===== config.mk =====
export PLATFORM = sky130hd
export DESIGN_NAME = ushift8_reg
export DESIGN_NICKNAME = d
export VERILOG_FILES = /design/src/rtl/ushift8_pkg.sv /design/src/rtl/ushift8_mode_dec.sv /design/src/rtl/ushift8_edge_fill.sv /design/src/rtl/ushift8_cell.sv /design/src/rtl/ushift8_reg.sv
export SDC_FILE = /design/constraint.sdc
export NUM_CORES = 1
export LEC_CHECK = 0
export BUFFER_PORTS_ARGS = -buffer_cell sky130_fd_sc_hd__buf_4
export CAP_MARGIN = 10
export CORE_AREA = 2 2 39 41
export DETAILED_ROUTE_END_ITERATION = 6
export DIE_AREA = 0 0 41 43
export SLEW_MARGIN = 10
export SYNTH_ARGS = -nofsm -noshare
export SYNTH_HDL_FRONTEND = slang
export SYNTH_SLANG_ARGS = --single-unit

===== constraint.sdc =====
create_clock -name clk -period 2.8 [get_ports clk]
set_input_delay 0.14 -clock clk [delete_from_list [all_inputs] [get_ports clk]]
set_output_delay 0.14 -clock clk [all_outputs]
set_load 0.05 [all_outputs]

===== src/rtl/ushift8_pkg.sv =====
package ushift8_pkg;

  typedef enum logic [2:0] {
    MODE_KEEP  = 3'b000,
    MODE_ROT_R = 3'b001,
    MODE_ROT_L = 3'b010,
    MODE_LOG_R = 3'b011,
    MODE_LOG_L = 3'b100,
    MODE_ARI_R = 3'b101,
    MODE_ARI_L = 3'b110,
    MODE_LOAD  = 3'b111
  } shift_mode_e;

  // Cell select: 01 takes the upper neighbour (right shift), 10 the lower one.
  typedef enum logic [1:0] {
    CSEL_KEEP    = 2'b00,
    CSEL_FROM_UP = 2'b01,
    CSEL_FROM_DN = 2'b10,
    CSEL_PAR     = 2'b11
  } cell_sel_e;

endpackage


===== src/rtl/ushift8_mode_dec.sv =====
module ushift8_mode_dec
  import ushift8_pkg::*;
(
  input  logic [2:0] mode_raw,
  input  logic       en,
  output cell_sel_e  sel,
  output logic       rot_r,
  output logic       rot_l,
  output logic       sign_r
);

  shift_mode_e md;

  always_comb begin
    md     = shift_mode_e'(mode_raw);
    rot_r  = en & (md == MODE_ROT_R);
    rot_l  = en & (md == MODE_ROT_L);
    sign_r = en & (md == MODE_ARI_R);
    unique case (md)
      MODE_KEEP:                          sel = CSEL_KEEP;
      MODE_ROT_R, MODE_LOG_R, MODE_ARI_R: sel = CSEL_FROM_UP;
      MODE_ROT_L, MODE_LOG_L, MODE_ARI_L: sel = CSEL_FROM_DN;
      MODE_LOAD:                          sel = CSEL_PAR;
      default:                            sel = CSEL_KEEP;
    endcase
  end

endmodule


===== src/rtl/ushift8_edge_fill.sv =====
module ushift8_edge_fill #(
  parameter int W = 4
) (
  input  logic [W-1:0] q,
  input  logic         rot_r,
  input  logic         rot_l,
  input  logic         sign_r,
  output logic         top_fill,
  output logic         bot_fill
);

  localparam int TOP = W - 1;

  always_comb begin
    // Vacated top bit on a right shift: wrap, sign copy, or zero.
    top_fill = (rot_r & q[0]) | (sign_r & q[TOP]);
    // Vacated bottom bit on a left shift: wrap or zero.
    bot_fill = rot_l & q[TOP];
  end

endmodule


===== src/rtl/ushift8_cell.sv =====
module ushift8_cell
  import ushift8_pkg::*;
(
  input  logic      clk,
  input  logic      rst,
  input  cell_sel_e sel,
  input  logic      from_up,
  input  logic      from_dn,
  input  logic      par_bit,
  output logic      q
);

  logic d_nxt;

  always_comb begin
    unique case (sel)
      CSEL_KEEP:    d_nxt = q;
      CSEL_FROM_UP: d_nxt = from_up;
      CSEL_FROM_DN: d_nxt = from_dn;
      CSEL_PAR:     d_nxt = par_bit;
      default:      d_nxt = q;
    endcase
  end

  always_ff @(posedge clk) begin
    if (rst) q <= 1'b0;
    else     q <= d_nxt;
  end

endmodule


===== src/rtl/ushift8_reg.sv =====
module ushift8_reg
  import ushift8_pkg::*;
#(
  parameter int W = 4
) (
  input  logic         clk,
  input  logic         rst,
  input  logic         dec_en,
  input  logic [2:0]   mode,
  input  logic [W-1:0] par_in,
  output logic [W-1:0] q_out
);

  localparam int TOP = W - 1;

  cell_sel_e sel;
  logic      rot_r, rot_l, sign_r;
  logic      top_fill, bot_fill;

  ushift8_mode_dec dec_i (
    .mode_raw (mode),
    .en       (dec_en),
    .sel      (sel),
    .rot_r    (rot_r),
    .rot_l    (rot_l),
    .sign_r   (sign_r)
  );

  ushift8_edge_fill #(.W(W)) fill_i (
    .q        (q_out),
    .rot_r    (rot_r),
    .rot_l    (rot_l),
    .sign_r   (sign_r),
    .top_fill (top_fill),
    .bot_fill (bot_fill)
  );

  for (genvar i = 0; i < W; i++) begin : g_bit
    logic up_src, dn_src;
    if (i == TOP) begin : g_top
      assign up_src = top_fill;
    end else begin : g_mid_up
      assign up_src = q_out[i+1];
    end
    if (i == 0) begin : g_bot
      assign dn_src = bot_fill;
    end else begin : g_mid_dn
      assign dn_src = q_out[i-1];
    end
    ushift8_cell cell_i (
      .clk     (clk),
      .rst     (rst),
      .sel     (sel),
      .from_up (up_src),
      .from_dn (dn_src),
      .par_bit (par_in[i]),
      .q       (q_out[i])
    );
  end

endmodule


==> results.yml <==
status:
  status: "complete, no violations"
critical_path:
  crit_type: "flop to flop"
  crit_buf_inv: 0
  worst_setup_path_end_kind: "flop"
  crit_fanout: 5
  cp_cell_sequence: "mux2i_1, or3_1, a311oi_1"
  critical-path-max-stage-delay_ps: 390
  slowest_stage: "dfxtp_1"
  critPathArrivalTime_ps: 1260
  cp.required_ps: 2940
  crit_family: "flip-flops"
  cp-start-kind: "flop"
detailed_routing:
  finalWirelength_um: 723
  dr.first_iter.drc_count: 5
  vias_per_cell: 4.83
  drt_pass1_iterations: 4
  via_count: 314
  ant_nets: 0
  wl_per_cell_um: 11.1
  drc: 0
timing:
  min_period_ps: 1120
  fin_crit_sh_pct: 40.0
  clock.fmax_mhz: 892
  worst_pin_slew_ps: 244
  relSlewSlack_pct: 83.7
  finClkSkew_ps: 1.54
  finalHoldViolCount: 0
  setup_viol: 0
  slew_violations: 0
  fin_tns_setup_ps: 0
  rsz0062_at_grt: "false"
grt:
  grt_pass1_vias: 271
  grt_usage_pct: 9.53
  grt-ovfl-total: 0
  antenna_found_initial: 0
  grt_max_degree: 13
  grt_pass1_wl_mm: 1.07
synth:
  synthArstFlopShare_pct: 0
  syn_area_um2: 305
  ys_ff_latch: 4
  synth_flop_cell: "dfxtp_1"
  synth_nets: 50
  synth_edf_count: 0
  synth.distinct_cells: 20
  avgSynthCellArea_um2: 7.63
  synth_warnings: 0
  ys_seq_area_share_pct: 26.2
  synth_common_cells: "buf_4 (4), dfxtp_1 (4), nand2_1 (4)"
  syn_inst: 40
  yosys-top-cells-area: "dfxtp_1 (26%), buf_4 (9.8%), a311oi_1 (8.6%), a211oi_1 (7.4%), buf_2 (4.9%)"
  yosysTopAreaCell: "dfxtp_1"
  yosysTopAreaCellShare_pct: 26.2
job:
  maxCapViolCount: 0
power:
  power.total_w: 0.000187
  ir_drop_uv: 116
  p_leak_nw: 0.172
  powerDensity_nw_per_um2: 466
clocking:
  numCtsBuffers: 3
  cts_tree: "yes"
  clockBufferDepth: 2
  cts_root_buf: "clkbuf_4"
  clk_pin_slew_ps: 30
  insertion_delay_ps: 230
  cts_resized: 0
  postCtsSetupBuffers: 0
  postCtsHoldBufs: 0
  cts-htree-levels: 1
  cts_sinks: 4
die:
  coreArea_um2: 1380
  num_rows: 14
  die_y_um: 43
  die_w_um: 41
  boundaryPins: 14
  initial_utilization_pct: 22.1
  dieArea_um2: 1760
finish:
  stdcell_area_um2: 400
  largest_reg_flops: 4
  reg.largest.list: "g_bit.cell_i.q: 4 flops"
  insertedDiodeCount: 0
  final_nets: 61
  syn_to_final_growth_pct: 31.1
  drive_above_1_share_pct: 32.7
  largest_register: "g_bit.cell_i.q"
placed_design:
  hpwl_um: 558
  place_area_um2: 378
  routabilityCongestion: 0.768
  io_buffer_count: 13
worst_hold_path:
  hp-class: "input port to flop"
==> where the power goes <==
| group | switching, W | total [W] | internal (W) |
|---|---|---|---|
| Sequential | 0.00000419 | 0.0000653 | 0.0000611 |
| Clock | 0.0000228 | 0.0000707 | 0.0000479 |
| Combinational | 0.0000295 | 0.0000507 | 0.0000212 |
==> logic make-up after synthesis <==
logic type	Yosys count	share of synthesized area, %
AOI/OAI and AO/OA	13	31.6
DFF	4	26.2
muxes	1	3.28
and+or+nand+nor	14	23.0
buffers and inverters	8	16.0
==> stage by stage <==
step	hold slack (ps)	setup WS (ps)	instances	util [%]
finish	106	1680	65	28.9
global route	85.6	1600	65	28.9
CTS	96.9	1660	65	28.9
detailed placement	341	1670	62	27.3
global placement	343	1660	62	27.3
floorplan	212	1750	40	-
==> layout make-up <==
type | instances | area [µm²]
multi-input cells | 28 | 176
fillers | 152 | 983
inverters | 1 | 3.75
repair buffers | 13 | 97.6
well taps | 16 | 20.0
clock buffers | 3 | 22.5
flip-flops and latches | 4 | 80.1
==> path summary, 6_finish.rpt <==
| path | to | from | slack, ps | cells after the start |
|---|---|---|---|---|
| worst max-delay path | g_bit[3].cell_i.q$_SDFFE_PP0P_ | g_bit[3].cell_i.q$_SDFFE_PP0P_ | 1680 | 3 |
| worst min-delay path | g_bit[2].cell_i.q$_SDFFE_PP0P_ | rst | 110 | 2 |
| worst max register to register | g_bit[3].cell_i.q$_SDFFE_PP0P_ | g_bit[3].cell_i.q$_SDFFE_PP0P_ | 1680 | 3 |
| worst min register to register | g_bit[2].cell_i.q$_SDFFE_PP0P_ | g_bit[3].cell_i.q$_SDFFE_PP0P_ | 540 | 2 |
==> cell usage in the layout, fill, tap and decap left out <==
master and instances:
a211oi_1 3, a21boi_0 1, a21oi_1 1, a311oi_1 3, and3_1 1, buf_4 13
clkbuf_4 3, dfxtp_1 4, inv_1 1, mux2i_1 1, nand2_1 4, nand3_1 2
nand4_1 1, nor2_1 2, nor2b_1 2, nor4_1 1, o21a_1 2, o21ai_0 2
o311a_1 1, or3_1 1
==> worst reg2reg max path: stages, from the launching register on <==
cell and delay (ps):
dfxtp_1 390, mux2i_1 90, or3_1 350, a311oi_1 210
==> metal layers <==
layer	global-route usage [%]	vias up	wire length (µm)
met5	0	-	0
met4	10.0	0	19
met3	3.14	2	32
met2	11.9	11	334
met1	11.5	136	337
li1	-	165	-
Note: power is estimated with default switching activity, not from simulation.
